<file path="src/rtl/pbu_pkg.sv">
package pbu_pkg;

  typedef enum logic [2:0] {
    S_IDLE,
    S_PUSH_LO,
    S_PUSH_HI,
    S_POP_HI,
    S_POP_LO
  } state_e;

  typedef struct packed {
    logic selStackRd;
    logic loadBranch;
    logic loadStack;
    logic spInc;
    logic spDec;
    logic grabHi;
    logic selHi;
    logic finishPush;
    logic finishPop;
  } strobe_t;

  // non-register opcodes
  localparam logic [3:0] OP_RTN  = 4'h0;
  localparam logic [3:0] OP_BR   = 4'h1;
  localparam logic [3:0] OP_BNC  = 4'h2;
  localparam logic [3:0] OP_BC   = 4'h3;
  localparam logic [3:0] OP_BP   = 4'h4;
  localparam logic [3:0] OP_BM   = 4'h5;
  localparam logic [3:0] OP_BZ   = 4'h6;
  localparam logic [3:0] OP_BNZ  = 4'h7;
  localparam logic [3:0] OP_BM1  = 4'h8;
  localparam logic [3:0] OP_BNM1 = 4'h9;
  localparam logic [3:0] OP_BK   = 4'hA;
  localparam logic [3:0] OP_RS   = 4'hB;
  localparam logic [3:0] OP_BS   = 4'hC;

  // register opcodes that redirect the prior index
  localparam logic [3:0] RG_ADD = 4'hA;
  localparam logic [3:0] RG_SUB = 4'hB;
  localparam logic [3:0] RG_CPR = 4'hD;

endpackage

</file>
<file path="src/rtl/pbu_datapath.sv">
module pbu_datapath
  import pbu_pkg::*;
#(
  parameter int DATA_W  = 16,
  parameter int IDX_W   = 4,
  parameter int SP_IDX  = 12,
  parameter int CMP_IDX = 13,
  parameter int ACC_IDX = 0
) (
  input  logic                  clk,
  input  logic                  rstN,
  input  strobe_t               stb,
  input  logic                  updValid,
  input  logic [3:0]            updOp,
  input  logic [IDX_W-1:0]      updReg,
  input  logic                  updCarry,
  input  logic [3:0]            opCode,
  input  logic [DATA_W/2-1:0]   opDisp,
  input  logic [DATA_W-1:0]     opPc,
  input  logic [DATA_W-1:0]     rdData,
  input  logic [DATA_W/2-1:0]   memRData,
  output logic [IDX_W-1:0]      rdIdx,
  output logic [DATA_W-1:0]     memAddr,
  output logic [DATA_W/2-1:0]   memWData,
  output logic [DATA_W-1:0]     pcNext,
  output logic [DATA_W-1:0]     regWData
);

  localparam int BYTE_W = DATA_W / 2;
  localparam int EXT_W  = DATA_W - BYTE_W;

  logic [IDX_W:0]      prior;
  logic [DATA_W-1:0]   sp, retPc, tgtPc, pcNextR, regWDataR;
  logic [BYTE_W-1:0]   hiByte;
  logic [DATA_W-1:0]   dispExt, seqPc, target, branchPc;
  logic                taken, carryBit, isNeg, isZero, isAllOnes;

  // prior-result byte: doubled register index with carry in bit 0
  always_ff @(posedge clk) begin
    if (!rstN) begin
      prior <= '0;
    end else if (updValid) begin
      unique case (updOp)
        RG_ADD, RG_SUB: prior <= {IDX_W'(ACC_IDX), updCarry};
        RG_CPR:         prior <= {IDX_W'(CMP_IDX), updCarry};
        default:        prior <= {updReg, 1'b0};
      endcase
    end
  end

  // branch condition on the re-read prior register
  always_comb begin
    carryBit  = prior[0];
    isNeg     = rdData[DATA_W-1];
    isZero    = ~|rdData;
    isAllOnes = &rdData;
    unique case (opCode)
      OP_BR, OP_BS: taken = 1'b1;
      OP_BNC:       taken = ~carryBit;
      OP_BC:        taken = carryBit;
      OP_BP:        taken = ~isNeg;
      OP_BM:        taken = isNeg;
      OP_BZ:        taken = isZero;
      OP_BNZ:       taken = ~isZero;
      OP_BM1:       taken = isAllOnes;
      OP_BNM1:      taken = ~isAllOnes;
      default:      taken = 1'b0;
    endcase
  end

  always_comb begin
    dispExt = {{EXT_W{opDisp[BYTE_W-1]}}, opDisp};
    seqPc   = opPc + DATA_W'(2);
    target  = seqPc + dispExt;
    if (opCode == OP_RTN || opCode == OP_BK) branchPc = opPc + DATA_W'(1);
    else if (taken)                          branchPc = target;
    else                                     branchPc = seqPc;
  end

  always_ff @(posedge clk) begin
    if (!rstN) begin
      sp        <= '0;
      retPc     <= '0;
      tgtPc     <= '0;
      hiByte    <= '0;
      pcNextR   <= '0;
      regWDataR <= '0;
    end else begin
      if (stb.loadBranch) pcNextR <= branchPc;
      if (stb.loadStack) begin
        sp    <= (opCode == OP_RS) ? rdData - DATA_W'(1) : rdData;
        retPc <= seqPc;
        tgtPc <= target;
      end
      if (stb.spInc)  sp <= sp + DATA_W'(1);
      if (stb.spDec)  sp <= sp - DATA_W'(1);
      if (stb.grabHi) hiByte <= memRData;
      if (stb.finishPush) begin
        pcNextR   <= tgtPc;
        regWDataR <= sp + DATA_W'(1);
      end
      if (stb.finishPop) begin
        pcNextR   <= {hiByte, memRData};
        regWDataR <= sp;
      end
    end
  end

  assign rdIdx    = stb.selStackRd ? IDX_W'(SP_IDX) : prior[IDX_W:1];
  assign memAddr  = sp;
  assign memWData = stb.selHi ? retPc[DATA_W-1:BYTE_W] : retPc[BYTE_W-1:0];
  assign pcNext   = pcNextR;
  assign regWData = regWDataR;

endmodule

</file>
<file path="src/rtl/pbu_control.sv">
module pbu_control
  import pbu_pkg::*;
(
  input  logic       clk,
  input  logic       rstN,
  input  logic       opValid,
  input  logic [3:0] opCode,
  input  logic       memReady,
  output strobe_t    stb,
  output logic       busy,
  output logic       memReq,
  output logic       memWe,
  output logic       done,
  output logic       regWe
);

  state_e state, stateNext;
  logic   doneNext, regWeNext;
  logic   isPush, isPop;

  assign isPush = (opCode == OP_BS);
  assign isPop  = (opCode == OP_RS);

  always_comb begin
    stb       = '0;
    stateNext = state;
    doneNext  = 1'b0;
    regWeNext = 1'b0;
    memReq    = 1'b0;
    memWe     = 1'b0;
    unique case (state)
      S_IDLE: begin
        stb.selStackRd = opValid && (isPush || isPop);
        if (opValid) begin
          if (isPush) begin
            stb.loadStack = 1'b1;
            stateNext     = S_PUSH_LO;
          end else if (isPop) begin
            stb.loadStack = 1'b1;
            stateNext     = S_POP_HI;
          end else begin
            stb.loadBranch = 1'b1;
            doneNext       = 1'b1;
          end
        end
      end
      S_PUSH_LO: begin
        memReq = 1'b1;
        memWe  = 1'b1;
        if (memReady) begin
          stb.spInc = 1'b1;
          stateNext = S_PUSH_HI;
        end
      end
      S_PUSH_HI: begin
        memReq    = 1'b1;
        memWe     = 1'b1;
        stb.selHi = 1'b1;
        if (memReady) begin
          stb.finishPush = 1'b1;
          doneNext       = 1'b1;
          regWeNext      = 1'b1;
          stateNext      = S_IDLE;
        end
      end
      S_POP_HI: begin
        memReq = 1'b1;
        if (memReady) begin
          stb.grabHi = 1'b1;
          stb.spDec  = 1'b1;
          stateNext  = S_POP_LO;
        end
      end
      S_POP_LO: begin
        memReq = 1'b1;
        if (memReady) begin
          stb.finishPop = 1'b1;
          doneNext      = 1'b1;
          regWeNext     = 1'b1;
          stateNext     = S_IDLE;
        end
      end
      default: stateNext = S_IDLE;
    endcase
  end

  always_ff @(posedge clk) begin
    if (!rstN) begin
      state <= S_IDLE;
      done  <= 1'b0;
      regWe <= 1'b0;
    end else begin
      state <= stateNext;
      done  <= doneNext;
      regWe <= regWeNext;
    end
  end

  assign busy = (state != S_IDLE);

endmodule

</file>
<file path="src/rtl/prior_branch_unit.sv">
module prior_branch_unit
  import pbu_pkg::*;
#(
  parameter int DATA_W  = 16,
  parameter int IDX_W   = 4,
  parameter int SP_IDX  = 12,
  parameter int CMP_IDX = 13,
  parameter int ACC_IDX = 0
) (
  input  logic                clk,
  input  logic                rstN,
  input  logic                updValid,
  input  logic [3:0]          updOp,
  input  logic [IDX_W-1:0]    updReg,
  input  logic                updCarry,
  input  logic                opValid,
  input  logic [3:0]          opCode,
  input  logic [DATA_W/2-1:0] opDisp,
  input  logic [DATA_W-1:0]   opPc,
  output logic [IDX_W-1:0]    rdIdx,
  input  logic [DATA_W-1:0]   rdData,
  output logic                busy,
  output logic                done,
  output logic [DATA_W-1:0]   pcNext,
  output logic                regWe,
  output logic [IDX_W-1:0]    regWIdx,
  output logic [DATA_W-1:0]   regWData,
  output logic                memReq,
  output logic                memWe,
  output logic [DATA_W-1:0]   memAddr,
  output logic [DATA_W/2-1:0] memWData,
  input  logic [DATA_W/2-1:0] memRData,
  input  logic                memReady
);

  strobe_t stb;

  pbu_control u_ctrl (
    .clk      (clk),
    .rstN     (rstN),
    .opValid  (opValid),
    .opCode   (opCode),
    .memReady (memReady),
    .stb      (stb),
    .busy     (busy),
    .memReq   (memReq),
    .memWe    (memWe),
    .done     (done),
    .regWe    (regWe)
  );

  pbu_datapath #(
    .DATA_W  (DATA_W),
    .IDX_W   (IDX_W),
    .SP_IDX  (SP_IDX),
    .CMP_IDX (CMP_IDX),
    .ACC_IDX (ACC_IDX)
  ) u_dp (
    .clk      (clk),
    .rstN     (rstN),
    .stb      (stb),
    .updValid (updValid),
    .updOp    (updOp),
    .updReg   (updReg),
    .updCarry (updCarry),
    .opCode   (opCode),
    .opDisp   (opDisp),
    .opPc     (opPc),
    .rdData   (rdData),
    .memRData (memRData),
    .rdIdx    (rdIdx),
    .memAddr  (memAddr),
    .memWData (memWData),
    .pcNext   (pcNext),
    .regWData (regWData)
  );

  assign regWIdx = IDX_W'(SP_IDX);

endmodule

</file>
<file path="config.mk">
export PLATFORM = sky130hd
export DESIGN_NAME = prior_branch_unit
export DESIGN_NICKNAME = d
export VERILOG_FILES = /design/src/rtl/pbu_pkg.sv /design/src/rtl/pbu_datapath.sv /design/src/rtl/pbu_control.sv /design/src/rtl/prior_branch_unit.sv
export SDC_FILE = /design/constraint.sdc
export NUM_CORES = 1
export LEC_CHECK = 0
export BUFFER_PORTS_ARGS = -buffer_cell sky130_fd_sc_hd__buf_2
export CORE_UTILIZATION = 46
export CTS_CLUSTER_DIAMETER = 80
export DETAILED_ROUTE_END_ITERATION = 16
export MAX_ROUTING_LAYER = met4
export PLACE_DENSITY_LB_ADDON = 0.1
export SYNTH_ARGS = -nofsm -noshare
export SYNTH_HDL_FRONTEND = slang
export SYNTH_SLANG_ARGS = --single-unit
</file>
<file path="constraint.sdc">
create_clock -name clk -period 2.9 [get_ports clk]
set_input_delay 0.145 -clock clk [delete_from_list [all_inputs] [get_ports clk]]
set_output_delay 0.145 -clock clk [all_outputs]
set_load 0.02 [all_outputs]
</file>
Word-level counts from Yosys, hierarchy flattened
Cells that the tools add are included.
{"block": "totals", "regBits": 98, "output_inout_bits": 69, "inputBits": 66}
{"block": "op_classes", "n_bitwise": 3, "n_mux": 38, "reduce_logical": 19, "add_sub_neg": 6, "eq_ne": 24}
{"operator": "16-bit 2-to-1 mux", "count": 11}
{"operator": "16-bit by 1-bit adder with 16-bit output (second input constant)", "count": 2}
{"operator": "4-bit equality test (second input constant)", "count": 8}
{"operator": "16-bit by 1-bit subtractor with 16-bit output (second input constant)", "count": 2}
{"operator": "3-bit 2-to-1 mux", "count": 7}
{"operator": "16-bit adder", "count": 1}
{"operator": "16-bit by 2-bit adder with 16-bit output (second input constant)", "count": 1}
{"operator": "4-bit by 3-bit equality test with 1-bit output (second input constant)", "count": 4}
{"operator": "16-bit AND reduction", "count": 1}
{"operator": "16-bit OR reduction", "count": 1}
{"operator": "3-bit one-hot mux with 4 select lines", "count": 1}
{"operator": "1-bit 2-to-1 mux", "count": 10}
{"operator": "5-bit one-hot mux with 2 select lines", "count": 1}
{"operator": "1-bit one-hot mux with 9 select lines", "count": 1}
{"operator": "3-bit nonzero test", "count": 3}
{"operator": "4-bit by 2-bit equality test with 1-bit output (second input constant)", "count": 2}
{"operator": "2-bit 2-to-1 mux", "count": 4}
{"operator": "8-bit 2-to-1 mux", "count": 1}
{"operator": "2-bit OR reduction", "count": 4}
{"operator": "3-bit by 2-bit equality test with 1-bit output (second input constant)", "count": 2}
{"operator": "2-bit != test (second input constant)", "count": 3}
{"operator": "5-bit AND reduction", "count": 1}
{"operator": "4-bit by 1-bit equality test with 1-bit output (second input constant)", "count": 1}
{"operator": "4-bit zero test", "count": 1}
{"operator": "other kinds (14)", "count": 17}

Depth between registers and ports, before layout
Gate-level depths: netlist of the first run.
{"block": "logic_depth", "depth_word": 8, "depth_mapped": 15, "ltp_nobuf": 15}

Hierarchy
A second synthesis of the first run with hierarchy kept.
{"block": "hier_totals", "hier_cells": 979, "area_unflattened_um2": 7455.9}
{"module": "pbu_datapath", "area_each_um2": 7001.7, "instances": 1, "cells_per_inst": 927}
{"module": "pbu_control", "area_each_um2": 416.6, "instances": 1, "cells_per_inst": 46}
{"module": "prior_branch_unit", "area_each_um2": 37.5, "instances": 1, "cells_per_inst": 6}

Worst setup path before layout of the first run
No wires, ideal clock.
{"block": "synth_path", "path_kind": "input -> register", "from": "in opPc[1]", "to": "reg u_dp.pcNextR[12] (netlist: u_dp.pcNext[12])", "setup_slack_ns": -0.081, "arrival_ns": 2.865, "stages": 13, "setup_ns": 0.117, "required_time_ns": 2.783, "path_cell_list": "ha_1 -> nand3_1 -> or4_1 -> clkbuf_1 -> xnor2_1 -> ha_1 -> clkbuf_1 -> a2111oi_0 -> nand2_1 -> o32a_1 -> nand4_1 -> o211ai_1 -> a22o_1"}
{"block": "synth_via", "elab_chain_cells": 7}
{"item": "start: declaration", "line": "prior_branch_unit.sv:19", "source": "input logic [DATA_W-1:0] opPc,"}
{"item": "16-bit by 2-bit adder with 16-bit output", "line": "pbu_datapath.sv:73", "source": "seqPc = opPc + DATA_W'(2);"}
{"item": "named net u_dp.seqPc[11]", "line": "pbu_datapath.sv:35", "source": "logic [DATA_W-1:0] dispExt, seqPc, target, branchPc;"}
{"item": "16-bit adder", "line": "pbu_datapath.sv:74", "source": "target = seqPc + dispExt;"}
{"item": "16-bit 2-to-1 mux", "line": "pbu_datapath.sv:76", "source": "else if (taken) branchPc = target;"}
{"item": "16-bit 2-to-1 mux", "line": "pbu_datapath.sv:75", "source": "if (opCode == OP_RTN || opCode == OP_BK) branchPc = opPc + DATA_W'(1);"}
{"item": "16-bit 2-to-1 mux", "line": "pbu_datapath.sv:89", "source": "if (stb.loadBranch) pcNextR <= branchPc;"}
{"item": "16-bit 2-to-1 mux", "line": "pbu_datapath.sv:98", "source": "if (stb.finishPush) begin"}
{"item": "16-bit 2-to-1 mux", "line": "pbu_datapath.sv:102", "source": "if (stb.finishPop) begin"}
{"item": "end signal: assignment", "line": "pbu_datapath.sv:89"}
{"item": "end signal: assignment", "line": "pbu_datapath.sv:99", "source": "pcNextR <= tgtPc;"}
{"item": "end signal: assignment", "line": "pbu_datapath.sv:103", "source": "pcNextR <= {hiByte, memRData};"}
{"item": "end: declaration", "line": "pbu_datapath.sv:33", "source": "logic [DATA_W-1:0] sp, retPc, tgtPc, pcNextR, regWDataR;"}
The timed path passes the listed nets, and every way through them passes these cells. The select of a mux whose other input is x is not followed.
A chain may end at the register's enable or synchronous reset.

Worst setup path in the final report of the first run
{"block": "layout_path", "from": "in opPc[1]", "to": "reg u_dp.pcNextR[10] (netlist: u_dp.pcNext[10])"}
The elaborated chain is that of the path after synthesis.

==> results.tsv, run 1 <==
stage	metric	value	unit
floorplanning	pin_count	135	
global_route	grt_max_degree	42	
detailed_routing	drc	0	
floorplanning	die-area	15250	um^2
yosys	yosysSeqAreaShare	0.2889	
timing	slew_violations	0	
run_status	outcome	finished, final reports clean	
power_and_ir_drop	peakVddDrop	0.3160	mV
timing	timing.final.crit_period	2.664	ns
clocking	clock_latency	0.37	ns
detailed_routing	routed_wl	22.97	mm
clocking	cts_hold_buf	0	
clocking	numClockSinks	98	
run	cap_violations	0	
clocking	clk_pin_slew	0.08	ns
min_path	worstHoldPathType	in2reg	
timing	clock_skew	0.008481	ns
setup_path	path_cells	buf_2 -> ha_1 -> buf_4 -> xor2_1 -> ha_1 -> and3_1 -> a221oi_1 -> buf_4 -> o21ai_0 -> nor2_1 -> xnor2_1 -> a221oi_1 -> buf_4 -> o21ai_0	
timing	timing.final.crit_share	0.9187	
yosys	synth-edff-count	0	
yosys	synth.distinct_cells	68	
layout	synthToLayoutAreaGrowth	22.15	%
global_route	antenna_found_initial	0	
global_route	grt_overflow_total	0	
floorplanning	start_util	0.4690	
yosys	ys_async_sr_fraction	0	
clocking	post-cts-setup-buffers	0	
placed_design	place_congestion	0.9663	
yosys	yosys_warnings	0	
timing	hold_violations	0	
yosys	yosysMostFrequentCell	nand2_1	
layout	drive_above_1_share	0.2274	
clocking	cts_resized	0	
power_and_ir_drop	p_leak	3.513	nW
timing	relSlewSlack	0.5356	
yosys	syn_avg_cell_area	7.413	um^2
setup_path	crit_type	in2reg	
setup_path	worstPathArrival	2.92	ns
clocking	cts_tree	done	
floorplanning	die_h	123.5	um
detailed_routing	vias	7393	
clocking	numCtsBuffers	9	
clocking	cts.htree.levels	3	
global_route	grt_pass1_wl	35.43	mm
yosys	synth_ff_type	dfxtp_1	
layout	n_antenna_cell	0	
clocking	cts_root_buf	clkbuf_16	
global_route	grt_pass1_vias	6408	
yosys	synth_top_area_share	0.2889	
yosys	yosys-top-cells-count	nand2_1, nor2_1, dfxtp_1	
detailed_routing	viasPerCell	5.881	
detailed_routing	drtPass1Iterations	7	
floorplanning	core	14480	um^2
yosys	syn-cell-area	6790	um^2
power_and_ir_drop	p_per_area	451.4	nW/um^2
timing	finalSetupViolCount	0	
yosys	synth_top_area_cell	dfxtp_1	
timing	rsz0062_at_grt	false	
placed_design	dpl.hpwl	17.18	mm
setup_path	critical_path_peak_fanout	4	
yosys	synthCells	916	
setup_path	slowest_delay	0.50	ns
layout	utilization	0.5728	
placed_design	io_buffers	130	
global_route	grt_usage	0.3157	
detailed_routing	routedWlPerCell	18.27	um
setup_path	cp.required	3.16	ns
yosys	synthTopCellsByArea	dfxtp_1, nand2_1, nor2_1, a21oi_1, xnor2_1	
setup_path	crit_path_frequent_cell	buf_4	
detailed_routing	drtIter0Drc	762	
setup_path	worst_setup_path_start_kind	primary input	
detailed_routing	ant_nets	0	
power_and_ir_drop	fin_total_pwr	3.744	mW
floorplanning	dieWidth	123.5	um
timing	tightest_slew	0.6906	ns
setup_path	critPathSlowestCell	a221oi_1	
clocking	clk_path_buf_depth	2	
timing	max_freq	375.4	MHz
setup_path	cp-end-kind	flip-flop	
timing	whs	0.01911	ns
layout	nets	1160	
yosys	synth-seq-cells	98	
floorplanning	rows	44	
path summary, 6_finish.rpt:
check                  start         endpoint  slack (ns)  depth (start not counted)
min                updReg[3]    u_dp.prior[4]        0.02                          3
min reg2reg   u_dp.pcNext[1]   u_dp.pcNext[1]        0.45                          2
max reg2reg  u_ctrl.state[0]  u_dp.pcNext[11]        0.45                         10
max                  opPc[1]  u_dp.pcNext[10]        0.24                         14
per-layer routing:
layer  global-route usage  vias to the layer above  share of wire
li1                     -                     3614              -
met1               0.4633                     3461           0.48
met3              0.05489                       23          0.075
met4              0.06777                        0          0.012
met2               0.4462                      295           0.43
met5                    -                        -              0
cells in the final DEF, fill, tap and decap left out, drive strengths merged, types with 5 or more instances in the layout:
cell / synthesis / final
nor2: 110 / 110
o22ai: 16 / 16
a21oi: 80 / 80
clkbuf: 53 / 9
nand3: 30 / 30
o221ai: 23 / 23
and4: 6 / 6
nand2b: 10 / 10
nor2b: 7 / 7
mux2: 8 / 8
buf: 19 / 211
ha: 25 / 25
nor4: 8 / 8
a31oi: 7 / 7
xor2: 26 / 26
mux2i: 8 / 8
and3: 5 / 5
nand2: 113 / 113
a211oi: 10 / 10
a221oi: 12 / 12
inv: 18 / 21
and2: 5 / 5
dfxtp: 98 / 98
xnor2: 44 / 44
nand4: 14 / 14
a21o: 9 / 9
o211ai: 6 / 6
nor3: 30 / 30
or4: 6 / 6
a22oi: 9 / 9
o21ai: 47 / 47
state kept, by name, summed over array words and instances, names as in the netlist:
| register | cells |
|---|---|
| u_ctrl.done | 1 |
| u_ctrl.regWe | 1 |
| u_ctrl.state | 3 |
| u_dp.hiByte | 8 |
| u_dp.memAddr | 16 |
| u_dp.pcNext | 16 |
| u_dp.prior | 5 |
| u_dp.regWData | 16 |
| u_dp.retPc | 16 |
| u_dp.tgtPc | 16 |
power breakdown:
part | switching [mW] | total, mW | internal [mW]
logic | 0.604 | 1.03 | 0.424
registers | 0.0574 | 1.47 | 1.41
clock network | 0.634 | 1.25 | 0.616
kinds of logic (layout without fill, tap and decap cells):
kind of cell	count (synthesis)	count (layout)	share of synthesized area
muxes	16	16	0.02506
adders and majority gates	26	26	0.04901
xor gates and xnor gates	70	70	0.09029
other	2	4	0.001106
AOI/OAI and AO/OA	251	251	0.2406
DFF	98	98	0.2889
and+or+nand+nor	363	363	0.2497
buffers and inverters	90	245	0.05528
worst max-delay path: cells and delay by family:
family	cells	cell delay (ns)
AO/OA/AOI/OAI	4	0.97
AND/OR/NAND/NOR	2	0.34
XOR/XNOR	2	0.33
adder cells (fa/ha/maj)	2	0.51
buffers and inverters	4	0.63
per-stage QoR:
stage               setup TNS [ns]  area, um^2  setup slack, ns  std cells
floorplan                        0        6805         0.002697        918
global placement          -0.06237        7988         -0.05358       1241
detailed placement         -0.2825        7988         -0.06272       1241
CTS                              0        8294           0.3090       1257
global route                     0        8294          0.03366       1257
finish                           0        8294           0.2359       1257
layout make-up:
| class | count | area, um^2 |
|---|---|---|
| repair buffers | 211 | 1259 |
| clock buffers | 9 | 225.2 |
| multi-input cells | 730 | 4469 |
| flip-flops and latches | 98 | 1962 |
| inverters | 18 | 67.56 |
| clock inverters | 7 | 81.33 |
| well taps | 184 | 230.2 |
| fillers | 1439 | 6185 |
Note: power is estimated with default switching activity, not from simulation.
==> run 2: changes to the inputs <==
--- a/config.mk
+++ b/config.mk
@@ -6,11 +6,12 @@
 export NUM_CORES = 1
 export LEC_CHECK = 0
 export BUFFER_PORTS_ARGS = -buffer_cell sky130_fd_sc_hd__buf_2
+export CORE_MARGIN = 3
 export CORE_UTILIZATION = 46
 export CTS_CLUSTER_DIAMETER = 80
 export DETAILED_ROUTE_END_ITERATION = 16
 export MAX_ROUTING_LAYER = met4
-export PLACE_DENSITY_LB_ADDON = 0.1
+export PLACE_DENSITY = 0.81
 export SYNTH_ARGS = -nofsm -noshare
 export SYNTH_HDL_FRONTEND = slang
 export SYNTH_SLANG_ARGS = --single-unit
==> results.tsv, run 2 (synthesis results as in run 1) <==
stage	metric	value	unit
run_status	outcome	finished, final reports clean	
layout	final_cell_mix	buf_2, nand2_1, nor2_1	
placed_design	dp_slack	-0.09890	ns
global_route	grt_pass1_vias	6607	
timing	tightest_slew	0.7937	ns
global_route	grt_max_degree	42	
placed_design	placed_area	7938	um^2
detailed_routing	ant_nets	0	
setup_path	path_buf_inv	2	
detailed_routing	drc	0	
placed_design	io_buffers	130	
clocking	cts_hold_buf	0	
floorplanning	die-area	16260	um^2
timing	timing.final.crit_period	2.666	ns
timing	finalWorstSetupSlack	0.2341	ns
setup_path	rr_endpoint	u_dp.memAddr[15]	
layout	layout_commonest_cell	buf_2	
setup_path	crit_path_frequent_cell	nand4_1	
setup_path	critPathLaunch	opPc[2]	
clocking	cts_tree	done	
clocking	clk_pin_slew	0.06	ns
setup_path	critPathSlowestCell	xnor2_1	
timing	hold_violations	0	
global_route	antenna_found_initial	0	
detailed_routing	vias	7583	
detailed_routing	routed_wl	22.50	mm
layout	nets	1154	
setup_path	reg2reg_setup_slack	0.37	ns
global_route	grt_overflow_total	0	
power_and_ir_drop	p_per_area	449.0	nW/um^2
floorplanning	dieWidth	127.5	um
detailed_routing	viasPerCell	6.086	
floorplanning	pin_count	135	
clocking	numCtsBuffers	9	
setup_path	cp-end-kind	flip-flop	
power_and_ir_drop	p_leak	3.487	nW
power_and_ir_drop	peakVddDrop	0.3310	mV
timing	finalSetupViolCount	0	
min_path	worstHoldPathType	in2reg	
setup_path	path_cells	buf_2 -> and4_1 -> and3_1 -> nand4_1 -> xnor2_1 -> ha_1 -> a221oi_1 -> o31ai_1 -> nand4_1 -> o311ai_0 -> buf_4 -> a211oi_1 -> o21ai_0	
timing	rsz0062_at_grt	false	
setup_path	rr_worst_depth	8	
layout	n_antenna_cell	0	
setup_path	slowest_delay	0.42	ns
layout	stdcell_area	8248	um^2
timing	slew_violations	0	
clocking	clk_path_buf_depth	2	
placed_design	dpl.hpwl	16.82	mm
floorplanning	core	14150	um^2
floorplanning	die_h	127.5	um
detailed_routing	routedWlPerCell	18.06	um
placed_design	dp_cells	1231	
clocking	numClockSinks	98	
setup_path	cp.required	3.13	ns
layout	fillers	1313	
setup_path	crit_type	in2reg	
setup_path	critical_path_peak_fanout	4	
placed_design	place_congestion	0.9856	
timing	timing.final.crit_share	0.9193	
floorplanning	rows	43	
timing	whs	0.03277	ns
layout	drive_above_1_share	0.2233	
setup_path	critPathCapture	u_dp.pcNext[13]	
setup_path	critical_path.top_delay_family	compound AO/OA/AOI/OAI gates	
detailed_routing	drtIter0Drc	1088	
timing	relSlewSlack	0.4694	
timing	clock_skew	0.008775	ns
run	cap_violations	0	
clocking	cts.htree.levels	3	
layout	stdcell_count	1246	
clocking	cts_root_buf	clkbuf_16	
setup_path	r2r-start	u_dp.memAddr[2]	
setup_path	crit_cells	13	
timing	setup_tns	0	ns
timing	max_freq	375.1	MHz
global_route	grt_usage	0.2740	
setup_path	worst_setup_path_start_kind	primary input	
layout	synthToLayoutAreaGrowth	21.47	%
global_route	grt_pass1_wl	35.05	mm
setup_path	worstPathArrival	2.89	ns
floorplanning	start_util	0.4799	
detailed_routing	drtPass1Iterations	6	
clocking	clock_latency	0.36	ns
-- run 2: cell count changes in the layout (fill, tap and decap cells not counted) --
cell | previous run | this run
buf_4 | 81 | 75
xnor2_1 | 44 | 43
clkbuf_8 | 0 | 1
bufinv_16 | 0 | 1
inv_8 | 2 | 0
clkinv_8 | 2 | 0
xnor2_2 | 0 | 1
clkinvlp_4 | 0 | 1
-- run 2: timing repair --
action / CTS / global route
resized for setup: 0 / 1
endpoints found under the setup margin: 0 / 1
endpoints found under the hold margin: 0 / 0
setup buffers: 0 / 0
-- run 2: power breakdown --
group          internal, mW  switching (mW)  total (mW)
registers              1.41          0.0594        1.47
clock network         0.694           0.545        1.24
logic                 0.408           0.588       0.996
total                  2.51            1.19        3.70
-- run 2: how the worst min path moves through the flow --
stage / end / startpoint / depth (start not counted) / slack (ns)
global placement: u_dp.prior[4] / updReg[3] / 3 / 0.40
detailed placement: u_dp.prior[3] / updReg[2] / 3 / 0.40
floorplan: u_dp.retPc[1] / opPc[1] / 1 / 0.24
CTS: u_dp.prior[3] / updReg[2] / 3 / 0.02
global route: u_dp.prior[3] / updReg[2] / 3 / 0.05
finish: u_dp.prior[3] / updReg[2] / 3 / 0.03
-- run 2: worst min-delay path, cell delays in order --
cell,delay [ns]
buf_2,0.10
nand2_1,0.04
a21oi_1,0.05
-- run 2: cell type report --
class	instances	area, um^2	area share
inverter	18	67.56	0.008192
clock buffer	10	239.0	0.02897
tap	180	225.2	0.02731
clock inverter	5	63.81	0.007737
timing repair buffer	205	1214	0.1471
multi-input combinational	730	4477	0.5428
sequential	98	1962	0.2379
-- run 2: layer usage --
metal	wire [um]	track usage	up-vias
li1	-	-	3597
met5	0	-	-
met2	10080	0.4094	420
met3	2204	0.05435	53
met1	9645	0.3719	3513
met4	572	0.09022	0
-- run 2: per-stage QoR --
step / total power, mW / util
floorplan: 2.084 / -
global placement: 2.459 / 0.5610
detailed placement: 2.469 / 0.5610
CTS: 3.699 / 0.5824
global route: 3.848 / 0.5829
finish: 3.704 / 0.5829
==> run 3: changes to the inputs <==
--- a/config.mk
+++ b/config.mk
@@ -5,13 +5,14 @@
 export SDC_FILE = /design/constraint.sdc
 export NUM_CORES = 1
 export LEC_CHECK = 0
+export ABC_CLOCK_PERIOD_IN_PS = 2900
 export BUFFER_PORTS_ARGS = -buffer_cell sky130_fd_sc_hd__buf_2
 export CORE_MARGIN = 3
-export CORE_UTILIZATION = 46
+export CORE_UTILIZATION = 40
 export CTS_CLUSTER_DIAMETER = 80
 export DETAILED_ROUTE_END_ITERATION = 16
 export MAX_ROUTING_LAYER = met4
-export PLACE_DENSITY = 0.81
+export PLACE_DENSITY = 0.73
 export SYNTH_ARGS = -nofsm -noshare
 export SYNTH_HDL_FRONTEND = slang
 export SYNTH_SLANG_ARGS = --single-unit
==> results.tsv, run 3 (synthesis results as in run 1) <==
stage	metric	value	unit
layout	drive_above_1_share	0.2242	
timing	slew_violations	0	
setup_path	rr_endpoint	u_dp.memAddr[15]	
global_route	grt_max_degree	66	
clocking	cts.htree.levels	3	
setup_path	rr_worst_depth	8	
floorplanning	core	16580	um^2
min_path	worstHoldEndpoint	u_dp.prior[4]	
placed_design	place_congestion	0.9045	
global_route	grt_pass1_vias	6776	
timing	max_freq	380.3	MHz
clocking	clock_latency	0.35	ns
clocking	numClockSinks	98	
power_and_ir_drop	pwr-share-comb	0.261	
setup_path	reg2reg_setup_slack	0.32	ns
setup_path	critical_path.top_delay_family	compound AO/OA/AOI/OAI gates	
layout	final_cell_mix	buf_2, nand2_1, nor2_1	
global_route	grt_overflow_total	0	
power_and_ir_drop	clockPowerShare	0.353	
detailed_routing	viasPerCell	5.749	
floorplanning	start_util	0.4095	
global_route	grt_pass1_wl	35.34	mm
layout	n_antenna_cell	0	
detailed_routing	drtIter0Drc	513	
setup_path	path_buf_inv	2	
clocking	cts_tree	done	
detailed_routing	vias	7393	
clocking	clk_path_buf_depth	2	
floorplanning	rows	47	
timing	finalWorstSetupSlack	0.2704	ns
setup_path	worst_setup_path_start_kind	primary input	
power_and_ir_drop	intPower	2.585	mW
power_and_ir_drop	power.switching	1.213	mW
setup_path	slowest_delay	0.31	ns
clocking	numCtsBuffers	9	
setup_path	critPathSlowestCell	ha_1	
layout	layout_commonest_cell	buf_2	
detailed_routing	drtPass1Iterations	6	
clocking	post-cts-setup-buffers	0	
timing	rsz0062_at_grt	false	
timing	setup_tns	0	ns
power_and_ir_drop	peakVddDrop	0.3315	mV
timing	timing.final.crit_period	2.630	ns
global_route	antenna_found_initial	0	
detailed_routing	drc	0	
detailed_routing	ant_nets	0	
setup_path	crit_type	in2reg	
min_path	worstHoldPathType	in2reg	
timing	tightest_slew	0.7747	ns
floorplanning	die-area	18580	um^2
timing	hold_violations	0	
power_and_ir_drop	p_per_area	455.6	nW/um^2
setup_path	r2r-start	u_dp.memAddr[0]	
power_and_ir_drop	fin_total_pwr	3.798	mW
placed_design	dpl.hpwl	16.97	mm
timing	clock_skew	0.01049	ns
min_path	min_from	updReg[3]	
timing	whs	0.03867	ns
layout	synthToLayoutAreaGrowth	22.78	%
setup_path	critical_path_peak_fanout	4	
setup_path	worstPathArrival	2.86	ns
floorplanning	die_h	136.3	um
run_status	outcome	finished, final reports clean	
timing	finalSetupViolCount	0	
placed_design	io_buffers	130	
detailed_routing	routedWlPerCell	17.48	um
clocking	clk_pin_slew	0.07	ns
placed_design	dp_slack	-0.1312	ns
power_and_ir_drop	p_seq_frac	0.386	
min_path	hold_depth	3	
setup_path	cp-end-kind	flip-flop	
power_and_ir_drop	p_sw_frac	0.3195	
floorplanning	dieWidth	136.3	um
power_and_ir_drop	p_leak	3.498	nW
global_route	grt_usage	0.2456	
timing	relSlewSlack	0.4817	
detailed_routing	routed_wl	22.48	mm
setup_path	path_cells	buf_2 -> and4_1 -> and3_1 -> nand2_1 -> xnor2_1 -> ha_1 -> a21oi_1 -> o22ai_1 -> a221oi_2 -> o31ai_2 -> nand4_1 -> o311ai_0 -> buf_4 -> a211oi_1 -> o21ai_0	
clocking	cts_root_buf	clkbuf_16	
layout	nets	1153	
run	cap_violations	0	
timing	timing.final.crit_share	0.9067	
floorplanning	pin_count	135	
setup_path	cp.required	3.13	ns
==> run 3: cell count changes in the layout (fill, tap and decap cells not counted), sizes merged <==
cell	before	now
clkinv	2	1
inv	19	20
bufinv	1	2
buf	205	204
==> run 3: layout make-up <==
class | count | area (um^2)
fillers | 1662 | 8247
well taps | 220 | 275.3
repair buffers | 204 | 1219
clock inverters | 6 | 96.34
flip-flops and latches | 98 | 1962
multi-input cells | 730 | 4488
inverters | 18 | 67.56
clock buffers | 10 | 229.0
==> run 3: power by group through the flow <==
stage | Clock, mW | Combinational (mW) | Sequential, mW
6_report | 1.34 | 0.991 | 1.47
5_1_grt | 1.41 | 1.08 | 1.47
4_1_cts | 1.36 | 0.978 | 1.47
3_5_place_dp | 0 | 0.974 | 1.50
3_3_place_gp | 0 | 0.971 | 1.50
2_1_floorplan | 0 | 0.560 | 1.52
==> run 3: stage by stage <==
stage | utilization | cell area [um^2] | instances
CTS | 0.5016 | 8318 | 1286
global placement | 0.4820 | 7993 | 1270
finish | 0.5027 | 8337 | 1286
global route | 0.5027 | 8337 | 1286
detailed placement | 0.4820 | 7993 | 1270
floorplan | - | 6805 | 918
==> run 3: how the worst max path moves through the flow <==
stage | start | endpoint | slack, ns | depth (start not counted)
after detailed placement | opPc[2] | u_dp.pcNext[13] | -0.13 | 15
after global placement | opPc[1] | u_dp.pcNext[12] | -0.01 | 12
after global routing | opPc[2] | u_dp.pcNext[13] | 0.06 | 15
after floorplan | opPc[1] | u_dp.pcNext[12] | 0.003 | 13
after CTS | opPc[2] | u_dp.pcNext[13] | 0.23 | 15
final | opPc[2] | u_dp.pcNext[13] | 0.27 | 15
==> run 3: worst register-to-register path: stages (launching register included) <==
cell	delay, ns
dfxtp_1	0.42
or3_1	0.48
or4_1	0.46
nor2_1	0.23
nand3b_1	0.22
nor3_1	0.28
xor2_1	0.11
a21oi_1	0.16
a21oi_1	0.08
==> run 3: metal layers <==
layer / part of all wire / routed length (um) / GRT usage / vias to the layer above
met4: 0.032 / 722 / 0.09518 / 0
li1: - / - / - / 3589
met3: 0.064 / 1437 / 0.03664 / 53
met1: 0.44 / 9820 / 0.3238 / 3468
met2: 0.47 / 10500 / 0.3803 / 283
met5: 0 / 0 / - / -
==> run 3: timing repair <==
item	in CTS	in global routing
endpoints found under the setup margin	0	1
hold buffers	0	0
gates resized for setup	0	3
